**config.mk**
```make
export PLATFORM = sky130hd
export DESIGN_NAME = eth_fcs_finisher
export DESIGN_NICKNAME = d
export VERILOG_FILES = /design/src/rtl/fcs_pkg.sv /design/src/rtl/fcs_crc_acc.sv /design/src/rtl/fcs_hold_window.sv /design/src/rtl/fcs_out_stage.sv /design/src/rtl/eth_fcs_finisher.sv
export SDC_FILE = /design/constraint.sdc
export NUM_CORES = 1
export LEC_CHECK = 0
export BUFFER_PORTS_ARGS = -buffer_cell sky130_fd_sc_hd__buf_2
export CORE_ASPECT_RATIO = 0.8
export CORE_UTILIZATION = 56
export CTS_BUF_LIST = sky130_fd_sc_hd__clkbuf_8 sky130_fd_sc_hd__clkbuf_16
export CTS_CLUSTER_DIAMETER = 80
export DETAILED_ROUTE_END_ITERATION = 10
export PLACE_DENSITY = 0.84
export SYNTH_ARGS = -nofsm -noshare
export SYNTH_HDL_FRONTEND = slang
export SYNTH_SLANG_ARGS = --single-unit
```
**constraint.sdc**
```tcl
create_clock -name clk -period 3.1 [get_ports clk]
set_input_delay 0.155 -clock clk [delete_from_list [all_inputs] [get_ports clk]]
set_output_delay 0.155 -clock clk [all_outputs]
set_load 0.01 [all_outputs]
```
**src/rtl/fcs_pkg.sv**
```systemverilog
package fcs_pkg;

    localparam int          BYTE_W        = 8;
    localparam int          FCS_LEN       = 4;
    localparam logic [31:0] CRC_POLY_REFL = 32'hEDB88320;
    localparam logic [31:0] CRC_SEED      = 32'hFFFFFFFF;

    typedef enum logic [1:0] {
        FM_PAD_CRC  = 2'b00,
        FM_CRC_ONLY = 2'b01,
        FM_RAW      = 2'b10,
        FM_REPLACE  = 2'b11
    } fin_mode_e;

    typedef enum logic [1:0] {
        ST_DATA,
        ST_PAD,
        ST_FCS,
        ST_FLUSH
    } fin_state_e;

    typedef struct packed {
        logic [BYTE_W-1:0] data;
        logic              last;
    } beat_t;

    // One byte of the reflected CRC-32 recurrence, LSB of the byte first.
    function automatic logic [31:0] crc_step(input logic [31:0] c, input logic [BYTE_W-1:0] b);
        logic [31:0] r;
        r = c ^ {{(32-BYTE_W){1'b0}}, b};
        for (int k = 0; k < BYTE_W; k++) begin
            r = r[0] ? ((r >> 1) ^ CRC_POLY_REFL) : (r >> 1);
        end
        return r;
    endfunction

endpackage

```
**src/rtl/fcs_crc_acc.sv**
```systemverilog
module fcs_crc_acc
    import fcs_pkg::*;
(
    input  logic              clk,
    input  logic              rst,
    input  logic              init,
    input  logic              upd,
    input  logic [BYTE_W-1:0] byte_in,
    output logic [31:0]       fcs
);

    logic [31:0] crc_q;
    logic [31:0] base;
    logic [31:0] crc_d;

    always_comb begin
        base  = init ? CRC_SEED : crc_q;
        crc_d = upd ? crc_step(base, byte_in) : base;
    end

    always_ff @(posedge clk) begin
        if (rst) crc_q <= CRC_SEED;
        else     crc_q <= crc_d;
    end

    assign fcs = ~crc_q;

endmodule

```
**src/rtl/fcs_hold_window.sv**
```systemverilog
module fcs_hold_window
    import fcs_pkg::*;
#(
    parameter int DEPTH = FCS_LEN,
    localparam int CW   = $clog2(DEPTH + 1)
) (
    input  logic              clk,
    input  logic              rst,
    input  logic              clear,
    input  logic              push,
    input  logic              pop,
    input  logic [BYTE_W-1:0] din,
    output logic [BYTE_W-1:0] head,
    output logic [CW-1:0]     count
);

    localparam logic [CW-1:0] FULL = CW'(DEPTH);

    logic [BYTE_W-1:0] mem_q [DEPTH];
    logic [BYTE_W-1:0] mem_d [DEPTH];
    logic [CW-1:0]     cnt_q;
    logic [CW-1:0]     cnt_d;

    always_comb begin
        mem_d = mem_q;
        cnt_d = cnt_q;
        if (pop && cnt_q != '0) begin
            for (int i = 0; i < DEPTH - 1; i++) mem_d[i] = mem_q[i+1];
            cnt_d = cnt_q - CW'(1);
        end
        if (push && cnt_d < FULL) begin
            for (int i = 0; i < DEPTH; i++) begin
                if (i == int'(cnt_d)) mem_d[i] = din;
            end
            cnt_d = cnt_d + CW'(1);
        end
        if (clear) cnt_d = '0;
    end

    always_ff @(posedge clk) begin
        if (rst) begin
            cnt_q <= '0;
            for (int i = 0; i < DEPTH; i++) mem_q[i] <= '0;
        end else begin
            cnt_q <= cnt_d;
            mem_q <= mem_d;
        end
    end

    assign head  = mem_q[0];
    assign count = cnt_q;

endmodule

```
**src/rtl/fcs_out_stage.sv**
```systemverilog
module fcs_out_stage
    import fcs_pkg::*;
(
    input  logic              clk,
    input  logic              rst,
    input  logic              ld,
    input  beat_t             ld_beat,
    input  logic              out_ready,
    output logic              out_valid,
    output logic [BYTE_W-1:0] out_data,
    output logic              out_last,
    output logic              can_load
);

    beat_t beat_q;
    logic  vld_q;

    assign can_load = !vld_q || out_ready;

    always_ff @(posedge clk) begin
        if (rst) begin
            vld_q  <= 1'b0;
            beat_q <= '0;
        end else if (ld) begin
            vld_q  <= 1'b1;
            beat_q <= ld_beat;
        end else if (out_ready) begin
            vld_q  <= 1'b0;
        end
    end

    assign out_valid = vld_q;
    assign out_data  = beat_q.data;
    assign out_last  = beat_q.last;

endmodule

```
**src/rtl/eth_fcs_finisher.sv**
```systemverilog
module eth_fcs_finisher
    import fcs_pkg::*;
#(
    parameter int MIN_FRAME = 60
) (
    input  logic       clk,
    input  logic       rst,
    input  logic       in_valid,
    output logic       in_ready,
    input  logic [7:0] in_data,
    input  logic       in_last,
    input  logic [1:0] in_mode,
    output logic       out_valid,
    input  logic       out_ready,
    output logic [7:0] out_data,
    output logic       out_last,
    output logic       short_err
);

    localparam int LEN_W = $clog2(MIN_FRAME + 1);
    localparam int WIN_W = $clog2(FCS_LEN + 1);
    localparam int IDX_W = $clog2(FCS_LEN);
    localparam logic [LEN_W-1:0] LEN_MIN    = LEN_W'(MIN_FRAME);
    localparam logic [WIN_W-1:0] WIN_FULL   = WIN_W'(FCS_LEN);
    localparam logic [WIN_W-1:0] WIN_ALMOST = WIN_W'(FCS_LEN - 1);
    localparam logic [WIN_W-1:0] WIN_ONE    = WIN_W'(1);
    localparam logic [IDX_W-1:0] IDX_END    = IDX_W'(FCS_LEN - 1);

    fin_state_e        state_q, state_d;
    fin_mode_e         mode_q, mode_d, eff_mode;
    logic              sof_q, sof_d;
    logic [LEN_W-1:0]  len_q, len_d, len_inc;
    logic [IDX_W-1:0]  idx_q, idx_d;
    logic              err_q, err_d;

    logic              acc, can_load, ld;
    beat_t             beat;
    logic              crc_init, crc_upd;
    logic [BYTE_W-1:0] crc_byte;
    logic [31:0]       fcs_w;
    logic              w_clear, w_push, w_pop;
    logic [BYTE_W-1:0] w_head;
    logic [WIN_W-1:0]  w_cnt;

    fcs_crc_acc u_crc (
        .clk     (clk),
        .rst     (rst),
        .init    (crc_init),
        .upd     (crc_upd),
        .byte_in (crc_byte),
        .fcs     (fcs_w)
    );

    fcs_hold_window #(.DEPTH(FCS_LEN)) u_win (
        .clk   (clk),
        .rst   (rst),
        .clear (w_clear),
        .push  (w_push),
        .pop   (w_pop),
        .din   (in_data),
        .head  (w_head),
        .count (w_cnt)
    );

    fcs_out_stage u_out (
        .clk       (clk),
        .rst       (rst),
        .ld        (ld),
        .ld_beat   (beat),
        .out_ready (out_ready),
        .out_valid (out_valid),
        .out_data  (out_data),
        .out_last  (out_last),
        .can_load  (can_load)
    );

    assign eff_mode = sof_q ? fin_mode_e'(in_mode) : mode_q;
    assign in_ready = (state_q == ST_DATA) && can_load;
    assign acc      = in_valid && in_ready;
    assign len_inc  = sof_q ? LEN_W'(1) : ((len_q == LEN_MIN) ? len_q : len_q + LEN_W'(1));

    always_comb begin
        state_d  = state_q;
        mode_d   = (acc && sof_q) ? fin_mode_e'(in_mode) : mode_q;
        sof_d    = sof_q;
        len_d    = len_q;
        idx_d    = idx_q;
        err_d    = 1'b0;
        ld       = 1'b0;
        beat     = '0;
        crc_init = acc && sof_q;
        crc_upd  = 1'b0;
        crc_byte = in_data;
        w_clear  = 1'b0;
        w_push   = 1'b0;
        w_pop    = 1'b0;

        unique case (state_q)
            ST_DATA: begin
                if (acc) begin
                    sof_d = 1'b0;
                    idx_d = '0;
                    if (eff_mode != FM_REPLACE) begin
                        ld        = 1'b1;
                        beat.data = in_data;
                        beat.last = in_last && (eff_mode == FM_RAW);
                        crc_upd   = 1'b1;
                        len_d     = len_inc;
                        if (in_last) begin
                            unique case (eff_mode)
                                FM_RAW:      sof_d   = 1'b1;
                                FM_PAD_CRC:  state_d = (len_inc < LEN_MIN) ? ST_PAD : ST_FCS;
                                default:     state_d = ST_FCS;
                            endcase
                        end
                    end else if (in_last && w_cnt >= WIN_ALMOST) begin
                        // trailing four bytes are dropped; release the oldest if present
                        w_clear = 1'b1;
                        state_d = ST_FCS;
                        if (w_cnt == WIN_FULL) begin
                            ld        = 1'b1;
                            beat.data = w_head;
                            crc_upd   = 1'b1;
                            crc_byte  = w_head;
                        end
                    end else begin
                        w_push = 1'b1;
                        if (w_cnt == WIN_FULL) begin
                            w_pop     = 1'b1;
                            ld        = 1'b1;
                            beat.data = w_head;
                            crc_upd   = 1'b1;
                            crc_byte  = w_head;
                        end
                        if (in_last) begin
                            state_d = ST_FLUSH;
                            err_d   = 1'b1;
                        end
                    end
                end
            end
            ST_PAD: begin
                if (can_load) begin
                    ld       = 1'b1;
                    crc_upd  = 1'b1;
                    crc_byte = '0;
                    len_d    = len_q + LEN_W'(1);
                    if (len_d == LEN_MIN) state_d = ST_FCS;
                end
            end
            ST_FCS: begin
                if (can_load) begin
                    ld        = 1'b1;
                    beat.data = fcs_w[8*idx_q +: 8];
                    beat.last = (idx_q == IDX_END);
                    idx_d     = idx_q + IDX_W'(1);
                    if (idx_q == IDX_END) begin
                        state_d = ST_DATA;
                        sof_d   = 1'b1;
                    end
                end
            end
            ST_FLUSH: begin
                if (can_load) begin
                    ld        = 1'b1;
                    beat.data = w_head;
                    beat.last = (w_cnt == WIN_ONE);
                    w_pop     = 1'b1;
                    if (w_cnt == WIN_ONE) begin
                        state_d = ST_DATA;
                        sof_d   = 1'b1;
                    end
                end
            end
            default: state_d = ST_DATA;
        endcase
    end

    always_ff @(posedge clk) begin
        if (rst) begin
            state_q <= ST_DATA;
            mode_q  <= FM_PAD_CRC;
            sof_q   <= 1'b1;
            len_q   <= '0;
            idx_q   <= '0;
            err_q   <= 1'b0;
        end else begin
            state_q <= state_d;
            mode_q  <= mode_d;
            sof_q   <= sof_d;
            len_q   <= len_d;
            idx_q   <= idx_d;
            err_q   <= err_d;
        end
    end

    assign short_err = err_q;

endmodule

```
Word-level counts from Yosys, hierarchy flattened --
Index checks and enable logic that the tools add are counted.
Word-level totals: output and inout port bits 12, bits of input ports 15, logic and storage cells 168, flip-flop bits (word level) 91
Cells by class: shifts and indexed selects 1, multiplexer cells 84, reduce and logical (&&, ||, !) cells 25, bitwise operators 12, equal/unequal tests 24, add/sub/neg operators 4, $lt $le $gt $ge 3
Operators with widths (number):
- $mux W32 | 11
- $not A13 Y14 | 8
- $mux W8 | 10
- $not A32 Y32 | 1
- $shiftx A32 B6 Y8 | 1
- $xor A32 B8 Y32 | 1
- $mux W2 | 15
- $mux W6 | 5
- $mux W1 | 27
- $mux W9 | 3
- $pmux W9 S3 | 1
- $mux W24 | 1
- $ne A2 B2 Y1 const B | 8
- $pmux W8 S2 | 1
- $eq A6 B6 Y1 const B | 2
- $pmux W6 S2 | 1
- $reduce_and A10 Y1 | 1
- $eq A2 B2 Y1 const B | 4
- $pmux W2 S2 | 2
- $pmux W2 S4 | 1
- $logic_and A1 B1 Y1 | 7
- $add A6 B1 Y6 const B | 1
- $eq A3 B3 Y1 const A | 2
- $lt A6 B6 Y1 const B | 1
- 29 further kinds | 38

Longest topological paths before layout --
word-level depth 24, gate-level depth with buffers 15, depth with buffers taken out 13

By module --
From an unflattened synthesis, not the netlist that was laid out.
Unflattened totals: cells, all modules 778, area total of the unflattened synthesis 6488.7 µm²
By module, submodules not included:
- fcs_crc_acc | area each 2661.3 µm², instances 1, cells an instance 343, seq. area each 640.6 µm²
- fcs_hold_window | area each 1835.5 µm², instances 1, cells an instance 216, seq. area each 700.7 µm²
- eth_fcs_finisher | area each 1636.6 µm², instances 1, cells an instance 186, seq. area each 280.3 µm²
- fcs_out_stage | area each 355.3 µm², instances 1, cells an instance 33, seq. area each 200.2 µm²

Least setup slack after synthesis --
OpenSTA, ideal clock, no wires.
path type register to register, from register state_q[0], to register u_win.mem_q[21] (netlist bit), data arrival time 2.870 ns, buffers on the path 3, clock period less this slack 2.961 ns, path slack 0.139 ns, cell stages (with the launch flop) 15, setup time 0.091 ns, required time 3.009 ns, cell sequence dfxtp_1 inv_1 ha_1 nand3_1 buf_2 o41ai_2 and2_1 clkbuf_1 xnor2_1 inv_1 ha_1 nand2_1 clkbuf_1 nor2_1 a311oi_1
On the way: cells in the longest elaborated chain, start to end 10, elaborated cells on any way between the ends 16, those cells by class order compare (1); eq/ne (2); mux (8); reduce/logical (5)
RTL lines:
- start, declared | RTL line eth_fcs_finisher.sv:29 | fin_state_e state_q, state_d;
- start signal, assigned | RTL line eth_fcs_finisher.sv:188 | state_q <= state_d;
- $logic_not A2 Y1 | RTL line eth_fcs_finisher.sv:78, eth_fcs_finisher.sv:98
- $logic_and A1 B1 Y1 | RTL line eth_fcs_finisher.sv:78 | assign in_ready = (state_q == ST_DATA) && can_load;
- $logic_and A1 B1 Y1 | RTL line eth_fcs_finisher.sv:79 | assign acc = in_valid && in_ready;
- $mux W1 | RTL line eth_fcs_finisher.sv:100 | if (acc) begin
- $pmux W1 S2 | RTL line eth_fcs_finisher.sv:98 | unique case (state_q)
- $logic_and A1 B1 Y1 | RTL line fcs_hold_window.sv:27 | if (pop && cnt_q != '0) begin
- $mux W3 | RTL line fcs_hold_window.sv:27
- $lt A3 B3 Y1 / $eq A2 B3 Y1 (equally long branches) | RTL line fcs_hold_window.sv:31, fcs_hold_window.sv:33
- $logic_and A1 B1 Y1 / $mux W8 (equally long branches) | RTL line fcs_hold_window.sv:31, fcs_hold_window.sv:33
- $mux W32 (*) | RTL line fcs_hold_window.sv:31 | if (push && cnt_d < FULL) begin
- end signal, assigned | RTL line fcs_hold_window.sv:46 | mem_q <= mem_d;
- end, declared | RTL line fcs_hold_window.sv:19 | logic [BYTE_W-1:0] mem_q [DEPTH];
Mark *: on every way between the ends. The rest lies on a longest branch, timed or not. A chain may end at the register's enable or synchronous reset.

Worst setup path in the final report --
from register state_q[0], to register u_crc.crc_q[29]
On the way: cells in the longest elaborated chain, start to end 17, elaborated cells on any way between the ends 24, those cells by class eq/ne (1); mux (14); bitwise (5); reduce/logical (4)
RTL lines:
- $logic_not A2 Y1 | RTL line eth_fcs_finisher.sv:78, eth_fcs_finisher.sv:98
- $logic_and A1 B1 Y1 | RTL line eth_fcs_finisher.sv:78
- $logic_and A1 B1 Y1 | RTL line eth_fcs_finisher.sv:79
- $mux W8 / $logic_and A1 B1 Y1 (equally long branches) | RTL line eth_fcs_finisher.sv:100, eth_fcs_finisher.sv:91
- $pmux W8 S2 / $mux W32 (equally long branches) | RTL line eth_fcs_finisher.sv:98, fcs_crc_acc.sv:17
- $xor A32 B8 Y32 | RTL line fcs_pkg.sv:30 | r = c ^ {{(32-BYTE_W){1'b0}}, b};
- $mux W32 / $not A13 Y14 (equally long branches)
- $mux W32 (5 in a row) | RTL line fcs_pkg.sv:32 | r = r[0] ? ((r >> 1) ^ CRC_POLY_REFL) : (r >> 1);
- $not A13 Y14 (no line) / $mux W32 (equally long branches)
- $mux W32 | RTL line fcs_pkg.sv:32
- $not A13 Y14 (no line)
- $mux W32 | RTL line fcs_pkg.sv:32
- $mux W32 (*) | RTL line fcs_crc_acc.sv:18 | crc_d = upd ? crc_step(base, byte_in) : base;
- end signal, assigned | RTL line fcs_crc_acc.sv:23 | else crc_q <= crc_d;
- end, declared | RTL line fcs_crc_acc.sv:12 | logic [31:0] crc_q;
Marked as above.

==> impl_metrics.tcl <==
set metrics [dict create \
    status "complete, no violations" \
    drt_pass1_iterations 5 \
    synthCells 697 \
    place.gp.congestion 0.941 \
    portBuffers 26 \
    drtAntennaViolNets 0 \
    htreeDepth 3 \
    worstSkewPairLatency_ns 0.35 \
    drt_iter0_markers 543 \
    maxSlewViolCount 0 \
    final_cells 852 \
    p_total_mw 6.22 \
    yosysTopAreaCell "dfxtp_1" \
    worstReg2RegEnd "u_crc.crc_q[29]" \
    clk_path_buf_depth 2 \
    endpoint_kind "flop" \
    fill_cells 777 \
    period_needed_ns 3.04 \
    crit_path_start "state_q[0]" \
    nNetsFinal 745 \
    whs_ns 0.108 \
    timing.final.crit_share_pct 98.2 \
    area_growth_syn_to_layout_pct 11.8 \
    holdPathEnd "mode_q[1]" \
    hold_class "input port to flop" \
    die_h_um 92.7 \
    synth_edf_count 0 \
    grt.total_usage_pct 30.3 \
    antenna_found_initial 0 \
    finalSetupViolCount 0 \
    syn_area_sq_um 5750 \
    yosysWarnings 0 \
    min_from "in_mode[1]" \
    dp_hpwl_mm 11.0 \
    grt_max_degree 41 \
    avgRoutedWirePerCell_um 18.4 \
    clk_pin_slew_ns 0.06 \
    reg2reg_slack_ns 0.06 \
    vias 5266 \
    synth_area_leaders "dfxtp_1 (32%), nand2_1 (7.4%), nor2_1 (5.8%), xnor2_1 (4.7%), a21oi_1 (4.3%)" \
    start_kind "flop" \
    tritoncts "done" \
    worst_pin_slew_ns 1.27 \
    cp.arrival_ns 3.20 \
    start_util_pct 58.7 \
    worstHoldPathCells 3 \
    setup_tns_ns 0 \
    synth_fp_nets 728 \
    r2r_cells 8 \
    io_pins 27 \
    cts_num_sinks 91 \
    drcViolationCount 0 \
    dp_cells 836 \
    routed_wl_mm 15.7 \
    synth_cell_types 68 \
    worstSetupPathType "flop to flop" \
    r2r_start "state_q[0]" \
    hold_viol_final 0 \
    vdd_drop_max_mv 0.442 \
    die_x_um 115 \
    powerDensity_nw_per_um2 966 \
    viasPerCell 6.18 \
    cts_root_buffer "clkbuf_16" \
    skew_ns 0.00903 \
    ys_seq_elements 91 \
    die_area_sq_um 10700 \
    fp.coreArea_sq_um 9810 \
    worstPathMaxFanout 16 \
    yosysSeqAreaShare_pct 31.7 \
    antenna_cells 0 \
    grt_pass1_vias 4893 \
    layout-drive-gt1-share_pct 16.8 \
    max_freq_ghz 0.329 \
    placementRows 32 \
    rsz0062_at_grt "false" \
    cp_data_required_time_ns 3.26 \
    max_cap_violations 0 \
    synthTopCellsByCount "nand2_1 (114), dfxtp_1 (91), nor2_1 (89), a21oi_1 (49), clkbuf_1 (34)" \
    numCtsBuffers 9 \
    grt_pass1_wl_mm 25.0 \
    cts_hold_buf 0 \
    slew_headroom_pct 14.9 \
    async_reset_ff_share_pct 0 \
    p_leak_nw 2.45 \
    syn-mean-instance-area_sq_um 8.26 \
    synth_ff_type "dfxtp_1" \
    netlist.area_leader.share_pct 31.7 \
    grt_overflow 0 \
    synth_most_common_cell "nand2_1" \
]
worst max-delay path by stage:
| stage | to | slack [ns] | cells after the start |
|---|---|---|---|
| finish | u_crc.crc_q[29] | 0.06 | 8 |
| global route | u_crc.crc_q[29] | 0.002 | 8 |
| CTS | u_crc.crc_q[8] | 0.01 | 12 |
| detailed placement | u_crc.crc_q[8] | 0.05 | 12 |
| global placement | u_crc.crc_q[8] | 0.17 | 12 |
| floorplan | u_win.mem_q[21] | 0.14 | 14 |
area by class of cell:
cell class	count	area [sq um]	share of cell area [%]
clock inverters	3	65.1	1.01
inverters	16	60.1	0.934
clock buffers	10	239	3.72
multi-input cells	545	3760	58.4
flip-flops and latches	91	1820	28.3
well taps	136	170	2.65
repair buffers	51	318	4.94
cells by family after synthesis:
logic type	synth area share [%]
flops	31.7
simple gates	22.0
xor+xnor	14.9
fa+ha+maj	3.48
compound gates	18.7
buf+inv	4.24
mux	4.98
layer usage:
layer / part of all wire, % / track usage [%] / vias to the layer above
met2: 45 / 45.7 / 307
met4: 1.4 / 9.20 / 0
met5: 0 / 0 / -
li1: - / - / 2458
met1: 44 / 42.7 / 2478
met3: 10 / 7.20 / 23
metrics by stage:
stage,area (sq um),worst slack (ns),utilization (%)
floorplan,5750,0.139,-
global placement,6040,0.169,61.5
detailed placement,6040,0.0493,61.5
CTS,6340,0.0108,64.6
global route,6430,0.00192,65.6
finish,6430,0.0570,65.6
critical path, stage by stage (launching register included):
cell and delay (ns):
dfxtp_1 0.33, inv_1 0.11, ha_2 0.27, nand2_2 0.16, nor2_4 0.24, o21ai_0 0.25, and2_1 0.31, nor2_1 0.99
a21oi_1 0.19
registers in the layout, summed over array words and instances, names as in the netlist:
register,flops
idx_q,2
len_q,6
mode_q,2
short_err,1
sof_q,1
state_q,2
u_crc.crc_q,32
u_out.out_data,8
u_out.out_last,1
u_out.out_valid,1
u_win.count,3
u_win.head,8
u_win.mem_q,24
report_power, final:
part           total (mW)  leakage [nW]  internal [mW]  switching [mW]
Combinational        3.48          1.56           1.55            1.93
Sequential           1.58         0.741           1.37           0.209
Clock                1.16         0.150          0.713           0.448
placed cells by master, fill, tap and decap left out, drive strengths merged, types with 2 or more instances in the layout:
cell type,instances
inv,16
a31oi,3
nand2b,9
a2bb2oi,2
dfxtp,91
buf,51
o32ai,2
nor2,90
o211ai,5
or2,2
nor3,14
o31ai,6
nand3,26
xnor2,43
or3,2
bufinv,2
mux2,3
o21a,3
mux4,8
nand2,117
o22ai,8
ha,16
and3,7
o21ai,31
a311oi,25
mux2i,6
xor2,27
a21oi,49
nor4,2
and2,8
a22oi,7
a211oi,4
xnor3,3
nand4,2
clkbuf,10
repair_timing:
action / in CTS / in global routing
endpoints found under the setup margin: 0 / 53
hold endpoints to repair: 0 / 0
setup buffers: 0 / 3
resized for setup: 0 / 14
No activity file was read; power rests on OpenSTA's default activity.
